===== config.mk =====
export PLATFORM = sky130hd
export DESIGN_NAME = ldx_word_unit
export DESIGN_NICKNAME = d
export VERILOG_FILES = /design/src/rtl/ldx_pkg.sv /design/src/rtl/ldx_agen.sv /design/src/rtl/ldx_region_dec.sv /design/src/rtl/ldx_lane_steer.sv /design/src/rtl/ldx_word_unit.sv
export SDC_FILE = /design/constraint.sdc
export NUM_CORES = 1
export LEC_CHECK = 0
export CORE_MARGIN = 8
export CORE_UTILIZATION = 44
export DETAILED_ROUTE_END_ITERATION = 10
export PLACE_DENSITY_LB_ADDON = 0.15
export SLEW_MARGIN = 20
export SYNTH_ARGS = -nofsm -noshare
export SYNTH_HDL_FRONTEND = slang
export SYNTH_HIERARCHICAL = 1
export SYNTH_SLANG_ARGS = --single-unit

===== constraint.sdc =====
create_clock -name clk -period 3.8 [get_ports clk]
set_input_delay 0.76 -clock clk [delete_from_list [all_inputs] [get_ports clk]]
set_output_delay 0.76 -clock clk [all_outputs]
set_load 0.02 [all_outputs]

===== src/rtl/ldx_pkg.sv =====
package ldx_pkg;
  localparam int unsigned WORD_BYTES = 4;
  localparam int unsigned LANE_W = $clog2(WORD_BYTES);
  typedef logic [LANE_W-1:0] lane_sel_t;
  // XOR mask applied to the reversed lane index
  localparam lane_sel_t SEL_LITTLE = lane_sel_t'(WORD_BYTES - 1);
  localparam lane_sel_t SEL_BIG = '0;
endpackage


===== src/rtl/ldx_agen.sv =====
module ldx_agen #(
  parameter int unsigned AW = 32,
  parameter int unsigned SCALE_SH = 2
) (
  input  logic [AW-1:0] base,
  input  logic [AW-1:0] index,
  output logic [AW-1:0] ea
);
  logic [AW-1:0] scaled;
  always_comb begin
    scaled = index << SCALE_SH;
    ea = base + scaled;
  end
endmodule


===== src/rtl/ldx_region_dec.sv =====
module ldx_region_dec #(
  parameter int unsigned AW = 32,
  parameter logic [AW-1:0] IO_LO = '0,
  parameter logic [AW-1:0] IO_HI = '0,
  parameter logic [AW-1:0] CC_LO = '0,
  parameter logic [AW-1:0] CC_HI = '0
) (
  input  logic [AW-1:0] addr,
  output logic          io_hit,
  output logic          cc_hit
);
  logic in_io, in_cc;
  always_comb begin
    in_io = (addr >= IO_LO) && (addr <= IO_HI);
    in_cc = (addr >= CC_LO) && (addr <= CC_HI);
    io_hit = in_io;
    cc_hit = in_cc && !in_io;
  end
endmodule


===== src/rtl/ldx_lane_steer.sv =====
module ldx_lane_steer
  import ldx_pkg::*;
#(
  parameter int unsigned DW = 32
) (
  input  logic [DW-1:0] din,
  input  lane_sel_t     sel,
  output logic [DW-1:0] dout
);
  localparam int unsigned NB = DW / 8;
  for (genvar k = 0; k < NB; k++) begin : g_lane
    localparam int unsigned REV = NB - 1 - k;
    lane_sel_t src;
    assign src = lane_sel_t'(REV) ^ sel;
    assign dout[8*k +: 8] = din[8*src +: 8];
  end
endmodule


===== src/rtl/ldx_word_unit.sv =====
module ldx_word_unit
  import ldx_pkg::*;
#(
  parameter int unsigned TAG_W = 7,
  parameter logic [31:0] MMIO_BASE = 32'hEFE0_0000,
  parameter logic [31:0] MMIO_LIMIT = 32'hEFFF_FFFF,
  parameter logic [31:0] CACHE_BASE = 32'h0000_0000,
  parameter logic [31:0] CACHE_LIMIT = 32'h7FFF_FFFF,
  parameter bit MMIO_LITTLE = 1'b1
) (
  input  logic             clk,
  input  logic             rst,
  input  logic             iss_valid,
  output logic             iss_ready,
  input  logic [31:0]      iss_base,
  input  logic [31:0]      iss_index,
  input  logic             iss_guard,
  input  logic [TAG_W-1:0] iss_tag,
  input  logic             iss_little,
  output logic             mem_rd_en,
  output logic [29:0]      mem_waddr,
  input  logic [31:0]      mem_rdata,
  output logic             wb_valid,
  output logic [TAG_W-1:0] wb_tag,
  output logic [31:0]      wb_data,
  output logic             wb_mmio,
  output logic             wb_cache_upd
);
  localparam int unsigned AW = 32;
  localparam int unsigned DW = 32;
  localparam int unsigned WA_LSB = $clog2(WORD_BYTES);
  localparam lane_sel_t IO_SEL = MMIO_LITTLE ? SEL_LITTLE : SEL_BIG;

  logic [AW-1:0] ea;
  logic io_hit, cc_hit, fire;
  lane_sel_t sel_now;

  ldx_agen #(.AW(AW), .SCALE_SH(WA_LSB)) u_agen (
    .base(iss_base), .index(iss_index), .ea(ea)
  );

  ldx_region_dec #(
    .AW(AW), .IO_LO(MMIO_BASE), .IO_HI(MMIO_LIMIT),
    .CC_LO(CACHE_BASE), .CC_HI(CACHE_LIMIT)
  ) u_dec (
    .addr(ea), .io_hit(io_hit), .cc_hit(cc_hit)
  );

  assign iss_ready = !rst;
  assign fire = iss_valid && iss_ready;
  assign mem_rd_en = fire && iss_guard;
  assign mem_waddr = ea[AW-1:WA_LSB];
  assign sel_now = io_hit ? IO_SEL : (iss_little ? SEL_LITTLE : SEL_BIG);

  // stage 1: request in flight to memory
  logic             s1_v, s1_g, s1_io, s1_cc;
  logic [TAG_W-1:0] s1_tag;
  lane_sel_t        s1_sel;
  // stage 2: steered data
  logic             s2_v, s2_g, s2_io, s2_cc;
  logic [TAG_W-1:0] s2_tag;
  logic [DW-1:0]    s2_data;
  logic [DW-1:0]    steered;
  // stage 3: write-back
  logic             s3_v, s3_g, s3_io, s3_cc;

  ldx_lane_steer #(.DW(DW)) u_steer (
    .din(mem_rdata), .sel(s1_sel), .dout(steered)
  );

  always_ff @(posedge clk) begin
    if (rst) begin
      s1_v <= 1'b0;
      s2_v <= 1'b0;
      s3_v <= 1'b0;
    end else begin
      s1_v <= fire;
      s2_v <= s1_v;
      s3_v <= s2_v;
    end
  end

  always_ff @(posedge clk) begin
    s1_g   <= iss_guard;
    s1_tag <= iss_tag;
    s1_sel <= sel_now;
    s1_io  <= io_hit;
    s1_cc  <= cc_hit;

    s2_g    <= s1_g;
    s2_tag  <= s1_tag;
    s2_io   <= s1_io;
    s2_cc   <= s1_cc;
    s2_data <= steered;

    s3_g    <= s2_g;
    s3_io   <= s2_io;
    s3_cc   <= s2_cc;
    wb_tag  <= s2_tag;
    wb_data <= s2_data;
  end

  assign wb_valid     = s3_v && s3_g;
  assign wb_mmio      = wb_valid && s3_io;
  assign wb_cache_upd = wb_valid && s3_cc;
endmodule


==> flow_metrics.env, run 1 <==
export IMPL_core_area_um2=10100
export IMPL_tightestPinTransition_ns=0.874
export IMPL_arrival_ns=2.94
export IMPL_hold_path_class="register to register"
export IMPL_wl_met3_um=995
export IMPL_dp_cells=755
export IMPL_reg2reg_depth=1
export IMPL_powerDensity_nw_per_um2=382
export IMPL_synth_nets=514
export IMPL_fp_dieArea_um2=13800
export IMPL_ios=182
export IMPL_track_usage_pct=18.3
export IMPL_cts_buffers=9
export IMPL_critPathMaxFanout=5
export IMPL_clk_path_buf_depth=2
export IMPL_switching_share_pct=31.0
export IMPL_seqPwrFrac_pct=40.0
export IMPL_multi_input_area_um2=2750
export IMPL_cts_sinks=98
export IMPL_synth_cells=376
export IMPL_grt_pass1_vias=4302
export IMPL_fin_worst_skew_ns=0.0105
export IMPL_p_comb_share_pct=36.2
export IMPL_setup_violations=0
export IMPL_period_share_pct=97.5
export IMPL_grt_overflow=0
export IMPL_regArea_um2=1970
export IMPL_power_leakage_nw=3.23
export IMPL_crit_type="input port to output port"
export IMPL_ys_warn_count=6
export IMPL_path_clk_slew_ns=0.10
export IMPL_period_needed_ns=3.70
export IMPL_rsz0062_at_grt="yes"
export IMPL_vias_per_cell=5.13
export IMPL_syn_area_um2=4520
export IMPL_whs_path_depth=0
export IMPL_start_util_pct=44.6
export IMPL_wl_met1_mm=5.26
export IMPL_vias=4014
export IMPL_fin_util_pct=74.6
export IMPL_die_h_um=117
export IMPL_status="completed"
export IMPL_wire_per_inst_um=17.1
export IMPL_power_switching_uw=895
export IMPL_drt_wl_total_mm=13.4
export IMPL_cpMostUsedCell="buf_4"
export IMPL_maxSlewHeadroom_pct=41.7
export IMPL_port_buffers=177
export IMPL_cts_tree="built"
export IMPL_drive_gt1_share_pct=34.0
export IMPL_syn_area_per_cell_um2=12.0
export IMPL_path_cells="clkdlybuf4s50_1 -> ha_1 -> buf_4 -> and3_4 -> nand2_1 -> or3_1 -> o21ba_4 -> xnor2_2 -> buf_4"
export IMPL_cts_root_buf="clkbuf_8"
export IMPL_n_antenna_cell=0
export IMPL_maxCapViolCount=0
export IMPL_path_depth=9
export IMPL_crit_required_ns=3.04
export IMPL_num_rows=37
export IMPL_instances_no_fill=783
export IMPL_dr_wl_met2_mm=6.84
export IMPL_drtIter0Drc=166
export IMPL_crit_family="buffers and inverters"
export IMPL_reg2reg_slack_ns=2.08
export IMPL_tns_ns=0
export IMPL_ant_nets=0
export IMPL_fill_cells=668
export IMPL_drc=0
export IMPL_first_pass_iters=4
export IMPL_antenna_found_initial=0
export IMPL_intPower_mw=1.99
export IMPL_final_nets=780
export IMPL_grt_max_degree=65
export IMPL_p_clk_share_pct=23.7
export IMPL_drv_slew=0
export IMPL_max_freq_ghz=0.270
export IMPL_hpwl_mm=10.4
export IMPL_die_x_um=117
export IMPL_htreeDepth=3
export IMPL_area_delta_synth_final_pct=67.2
export IMPL_clk_insertion_delay_late_ns=0.36
export IMPL_finalHoldViolations=0
export IMPL_end_kind="output port"
export IMPL_route_top_layer_used="met4"
export IMPL_slowest_delay_ns=0.41
export IMPL_vdd_ir_drop_max_mv=0.237
export IMPL_startpoint_type="input port"
export IMPL_gp_congestion=0.885
export IMPL_slowest_stage="clkdlybuf4s50_1"
export IMPL_worst_path_buf_inv=3
export IMPL_grt_pass1_wl_mm=20.7
## timing repair
item | 4_1_cts | 5_1_grt
hold endpoints to repair | 0 | 0
endpoints found under the setup margin | 24 | 20
hold buffers | 0 | 0
gates cloned | 0 | 0
gates resized for setup | 108 | 74
pin swaps | 21 | 31
buffers inserted | 5 | 7
## cells in the final DEF, fill, tap and decap left out, drive strengths merged, types with 2 or more instances in the layout
master	n
nand4	7
dfxtp	98
a311oi	2
xor2	8
clkinvlp	2
clkdlybuf4s15	2
a211oi	3
o31a	2
or2	2
buf	105
o21bai	6
o31ai	3
nand4b	3
nor2b	7
clkdlybuf4s50	128
a21o	7
and3	5
nand2	25
nor2	14
ha	29
inv	14
mux4	32
dlygate4sd2	5
a21oi	34
o21a	4
a31oi	2
nor3	3
o21ai	17
a2111oi	2
dlymetal6s2s	22
or3	2
o221ai	3
clkbuf	14
xnor2	18
## power groups by stage
stage          Sequential [mW]  Clock [mW]  Combinational, mW
2_1_floorplan             1.21           0              0.435
3_3_place_gp              1.18           0              0.984
4_1_cts                   1.16       0.712              0.995
6_report                  1.16       0.686               1.05
5_1_grt                   1.17       0.760               1.11
3_5_place_dp              1.18           0              0.991
## state kept, by name (all words and copies together) (netlist names), 7 cells and up
register	flops
s2_data	32
wb_data	32
s1_tag	7
s2_tag	7
wb_tag	7
## per-stage QoR
step                      hold WS, ns  area [um^2]  worst slack, ns  power [mW]
final                           0.325         7560           0.0958        2.89
after global routing            0.342         7560          -0.0239        3.04
after CTS                       0.329         7230          -0.0926        2.86
after detailed placement        0.312         6940           -0.742        2.17
after global placement          0.310         6940           -0.693        2.16
after floorplan                 0.310         4520            0.268        1.65
## routing by layer
layer | GRT usage (%) | up-vias
li1 | - | 1949
met1 | 19.7 | 1868
met2 | 32.7 | 169
met3 | 6.43 | 28
met4 | 5.76 | 0
met5 | 0 | -
## layout make-up
cell class                      instances  area share, %
Clock buffer                            9           1.64
Multi-Input combinational cell        255           36.3
Inverter                               11          0.546
Tap cell                              136           2.25
Timing Repair Buffer                  267           32.1
Sequential cell                        98           26.0
Clock inverter                          7           1.13
## worst paths after layout
| check | end | start |
|---|---|---|
| max reg2reg | s2_data[16] | s1_sel[0] |
| min reg2reg | wb_data[26] | s2_data[26] |
| max | mem_waddr[26] | iss_base[17] |
| min | wb_data[26] | s2_data[26] |
Power figures use the tool's default switching activity.
==> run 2: changes to the inputs <==
- CAP_MARGIN: unset -> 10
- CORE_MARGIN: 8 -> unset
- PLACE_DENSITY: unset -> 0.81
- PLACE_DENSITY_LB_ADDON: 0.15 -> unset
==> flow_metrics.env, run 2 (synthesis gave the netlist of run 1 again) <==
export IMPL_clk_path_buf_depth=2
export IMPL_rsz0062_at_grt="yes"
export IMPL_finalHoldViolations=0
export IMPL_vdd_ir_drop_max_mv=0.342
export IMPL_grt_max_degree=65
export IMPL_path_depth=10
export IMPL_status="completed"
export IMPL_hold_path_class="register to register"
export IMPL_maxSlewHeadroom_pct=42.9
export IMPL_whs_path_depth=0
export IMPL_crit_family="compound AO/OA/AOI/OAI gates"
export IMPL_maxCapViolCount=0
export IMPL_grt_pass1_wl_mm=19.6
export IMPL_first_pass_iters=4
export IMPL_cts_tree="built"
export IMPL_hpwl_mm=10.1
export IMPL_num_rows=36
export IMPL_hold_buffers=0
export IMPL_reg2reg_depth=1
export IMPL_cts_buffers=9
export IMPL_n_antenna_cell=0
export IMPL_final_common_cell="clkdlybuf4s50_1"
export IMPL_path_clk_slew_ns=0.09
export IMPL_seqPwrFrac_pct=39.6
export IMPL_max_freq_ghz=0.264
export IMPL_ant_nets=0
export IMPL_reg_top3="s2_data: 32 flops, wb_data: 32 flops"
export IMPL_htreeDepth=3
export IMPL_period_share_pct=99.9
export IMPL_mostFrequentLayoutCells="clkdlybuf4s50_1, buf_4, dfxtp_1"
export IMPL_power_switching_uw=890
export IMPL_die_x_um=103
export IMPL_drive_gt1_share_pct=35.2
export IMPL_p_clk_share_pct=22.9
export IMPL_startpoint_type="input port"
export IMPL_hold_slack_ns=0.323
export IMPL_drtIter0Drc=139
export IMPL_antenna_found_initial=0
export IMPL_fin_worst_skew_ns=0.00766
export IMPL_track_usage_pct=24.3
export IMPL_crit_type="input port to output port"
export IMPL_clk_insertion_delay_late_ns=0.35
export IMPL_ios=182
export IMPL_crit_required_ns=3.04
export IMPL_start_util_pct=45.8
export IMPL_slowest_stage="clkdlybuf4s50_1"
export IMPL_area_delta_synth_final_pct=68.4
export IMPL_cts_sinks=98
export IMPL_setup_violations=0
export IMPL_end_kind="output port"
export IMPL_tns_ns=0
export IMPL_cts_root_buf="clkbuf_8"
export IMPL_drt_wl_total_mm=13.1
export IMPL_drv_slew=0
export IMPL_arrival_ns=3.03
export IMPL_gp_congestion=0.914
export IMPL_critPathMaxFanout=2
export IMPL_powerDensity_nw_per_um2=384
export IMPL_grt_pass1_vias=4220
export IMPL_path_cells="clkdlybuf4s50_1 -> ha_1 -> a211oi_1 -> nor2_1 -> o21ai_1 -> a22o_1 -> nand2_1 -> a2111oi_2 -> nand3b_1 -> buf_6"
export IMPL_intPower_mw=2.03
export IMPL_switching_share_pct=30.4
export IMPL_vias=4115
export IMPL_grt_overflow=0
export IMPL_worst_path_buf_inv=2
export IMPL_period_needed_ns=3.79
export IMPL_core_area_um2=9860
export IMPL_wire_per_inst_um=16.4
export IMPL_port_buffers=177
export IMPL_final_nets=801
export IMPL_tightestPinTransition_ns=0.857
export IMPL_power_leakage_nw=3.21
export IMPL_die_h_um=103
export IMPL_slowest_delay_ns=0.41
export IMPL_drc=0
export IMPL_fp_dieArea_um2=10700
export IMPL_p_comb_share_pct=37.5
export IMPL_vias_per_cell=5.14
run 2: changes by cell type in the layout (fill, tap and decap cells not counted), sizes merged:
cell	previous run	this run
clkinvlp	2	1
clkbuf	14	12
clkdlybuf4s50	128	132
dlygate4sd2	5	16
clkdlybuf4s15	2	5
dlymetal6s2s	22	5
inv	14	15
buf	105	127
run 2: final timing paths:
path / startpoint / end / slack [ns]
worst max-delay path: iss_base[16] / mem_waddr[29] / 0.005
worst min-delay path: s2_g / s3_g / 0.32
worst max register to register: s1_sel[0] / s2_data[16] / 2.07
worst min register to register: s2_g / s3_g / 0.32
run 2: cell type report:
cell class | count | area, um^2
clock buffer | 9 | 124
clock inverter | 7 | 82.6
fill | 620 | 2250
inverter | 11 | 41.3
multi-input combinational | 255 | 2700
sequential | 98 | 1970
tap | 133 | 166
timing repair buffer | 288 | 2540
run 2: metal layers:
layer	GRT usage (%)	up-vias	share of wire [%]
li1	-	1987	-
met1	26.7	1920	38
met2	45.1	182	53
met3	4.64	26	6.3
met4	10.7	0	2.4
met5	0	-	0
run 2: power groups by stage:
stage / registers [mW] / clock network, mW / logic, mW
finish: 1.16 / 0.670 / 1.10
global route: 1.17 / 0.729 / 1.16
CTS: 1.16 / 0.690 / 1.05
detailed placement: 1.18 / 0 / 1.01
global placement: 1.18 / 0 / 0.992
floorplan: 1.21 / 0 / 0.435
run 2: what timing repair did:
action | CTS | global route
setup endpoints to repair | 24 | 22
pin swaps | 26 | 22
setup buffers | 18 | 4
gates resized for setup | 125 | 46
run 2: metrics by stage:
step / total power, mW / instance area [um^2] / util, % / worst slack [ns] / std cells
global route: 3.06 / 7610 / 77.2 / -0.0978 / 801
CTS: 2.90 / 7460 / 75.6 / -0.000721 / 797
detailed placement: 2.19 / 7010 / 71.1 / -0.750 / 763
finish: 2.92 / 7610 / 77.2 / 0.00501 / 801
global placement: 2.17 / 7010 / 71.1 / -0.703 / 763
floorplan: 1.65 / 4520 / - / 0.268 / 376
==> run 3: changes to the inputs <==
- RECOVER_POWER: unset -> 50
==> flow_metrics.env, run 3 (synthesis gave the netlist of run 1 again) <==
export IMPL_status="finished with violations"
export IMPL_violations="max-capacitance violations, max-slew violations"
export IMPL_path_clk_slew_ns=0.09
export IMPL_ios=182
export IMPL_ant_nets=0
export IMPL_max_freq_ghz=0.263
export IMPL_vdd_ir_drop_max_mv=0.341
export IMPL_antenna_found_initial=0
export IMPL_cts_root_buf="clkbuf_8"
export IMPL_rsz0062_at_grt="yes"
export IMPL_fp_dieArea_um2=10700
export IMPL_hold_buffers=0
export IMPL_drive_gt1_share_pct=35.2
export IMPL_p_comb_share_pct=37.5
export IMPL_vias_per_cell=5.13
export IMPL_cts_sinks=98
export IMPL_start_util_pct=45.8
export IMPL_slowest_delay_ns=0.41
export IMPL_drv_slew=65
export IMPL_first_pass_iters=4
export IMPL_crit_family="compound AO/OA/AOI/OAI gates"
export IMPL_fin_util_pct=77.2
export IMPL_grt_max_degree=65
export IMPL_crit_required_ns=3.04
export IMPL_grt_pass1_vias=4220
export IMPL_arrival_ns=3.04
export IMPL_track_usage_pct=24.3
export IMPL_fin_worst_skew_ns=0.00773
export IMPL_drt_wl_total_mm=13.1
export IMPL_dpl_worst_slack_ns=-0.750
export IMPL_cts_buffers=9
export IMPL_area_delta_synth_final_pct=68.3
export IMPL_drc=0
export IMPL_core_area_um2=9860
export IMPL_die_x_um=103
export IMPL_final_nets=801
export IMPL_fin_area_um2=7610
export IMPL_n_antenna_cell=0
export IMPL_clk_path_buf_depth=2
export IMPL_power_leakage_nw=3.21
export IMPL_die_h_um=103
export IMPL_fin_ws_ns=0.00151
export IMPL_maxSlewHeadroom_pct=-2.41
export IMPL_period_needed_ns=3.80
export IMPL_setup_violations=0
export IMPL_period_share_pct=100
export IMPL_hold_path_class="register to register"
export IMPL_gp_congestion=0.914
export IMPL_placed_area_um2=7010
export IMPL_maxCapViolCount=1
export IMPL_critPathMaxFanout=2
export IMPL_hpwl_mm=10.1
export IMPL_end_kind="output port"
export IMPL_grt_pass1_wl_mm=19.6
export IMPL_switching_share_pct=30.4
export IMPL_tightestPinTransition_ns=1.54
export IMPL_powerDensity_nw_per_um2=384
export IMPL_drtIter0Drc=145
export IMPL_htreeDepth=3
export IMPL_finalHoldViolations=0
export IMPL_p_clk_share_pct=22.9
export IMPL_path_cells="clkdlybuf4s50_1 -> ha_1 -> a211oi_1 -> nor2_1 -> o21ai_1 -> a22o_1 -> nand2_1 -> a2111oi_2 -> nand3b_1 -> buf_6"
export IMPL_seqPwrFrac_pct=39.6
export IMPL_grt_overflow=0
export IMPL_clk_insertion_delay_late_ns=0.35
export IMPL_cts_tree="built"
export IMPL_power_switching_uw=890
export IMPL_startpoint_type="input port"
export IMPL_worst_path_buf_inv=2
export IMPL_mostFrequentLayoutCells="clkdlybuf4s50_1, buf_4, dfxtp_1"
export IMPL_port_buffers=177
export IMPL_reg_top3="s2_data: 32 flops, wb_data: 32 flops"
export IMPL_fill_cells=619
export IMPL_tns_ns=0
export IMPL_crit_type="input port to output port"
export IMPL_slowest_stage="clkdlybuf4s50_1"
export IMPL_vias=4109
export IMPL_num_rows=36
export IMPL_final_common_cell="clkdlybuf4s50_1"
export IMPL_wire_per_inst_um=16.3
export IMPL_intPower_mw=2.03
## run 3: changes by cell type in the layout (fill, tap and decap cells not counted)
cell / delta
dlygate4sd3_1: +9
clkdlybuf4s50_1: -9
dfxtp_4: -1
dfxtp_2: +1
## run 3: what timing repair did
action,in CTS,in global routing
pin swaps,26,22
setup buffers,18,4
setup endpoints to repair,24,22
gates resized for setup,125,46
## run 3: power by group through the flow
stage	clock, mW	combinational, mW	sequential, mW
finish	0.670	1.10	1.16
CTS	0.690	1.05	1.16
global placement	0	0.992	1.18
floorplan	0	0.435	1.21
global route	0.729	1.16	1.17
detailed placement	0	1.01	1.18
## run 3: metrics by stage
step / power (mW) / hold slack, ns / cells
global route: 3.06 / 0.337 / 801
CTS: 2.90 / 0.328 / 797
finish: 2.92 / 0.323 / 801
floorplan: 1.65 / 0.310 / 376
global placement: 2.17 / 0.310 / 763
detailed placement: 2.19 / 0.312 / 763
## run 3: layout make-up
cell class                 count  area [um^2]  area share, %
multi-input combinational    255         2700           35.4
timing repair buffer         288         2540           33.3
inverter                      11         41.3          0.542
clock buffer                   9          124           1.63
tap                          133          166           2.19
sequential                    98         1960           25.8
clock inverter                 7         82.6           1.08
## run 3: final timing paths
kind | slack (ns) | end | depth (start not counted) | start
worst max-delay path | 0.002 | mem_waddr[29] | 10 | iss_base[16]
worst min-delay path | 0.32 | s3_g | 0 | s2_g
worst max register to register | 1.60 | s2_data[16] | 1 | s1_sel[0]
worst min register to register | 0.32 | s3_g | 0 | s2_g
## run 3: per-layer routing
metal	global-route usage, %	vias up	part of all wire [%]
met3	4.64	26	6.4
met4	10.7	0	2.4
met2	45.1	180	53
li1	-	1985	-
met1	26.7	1918	38
met5	0	-	0
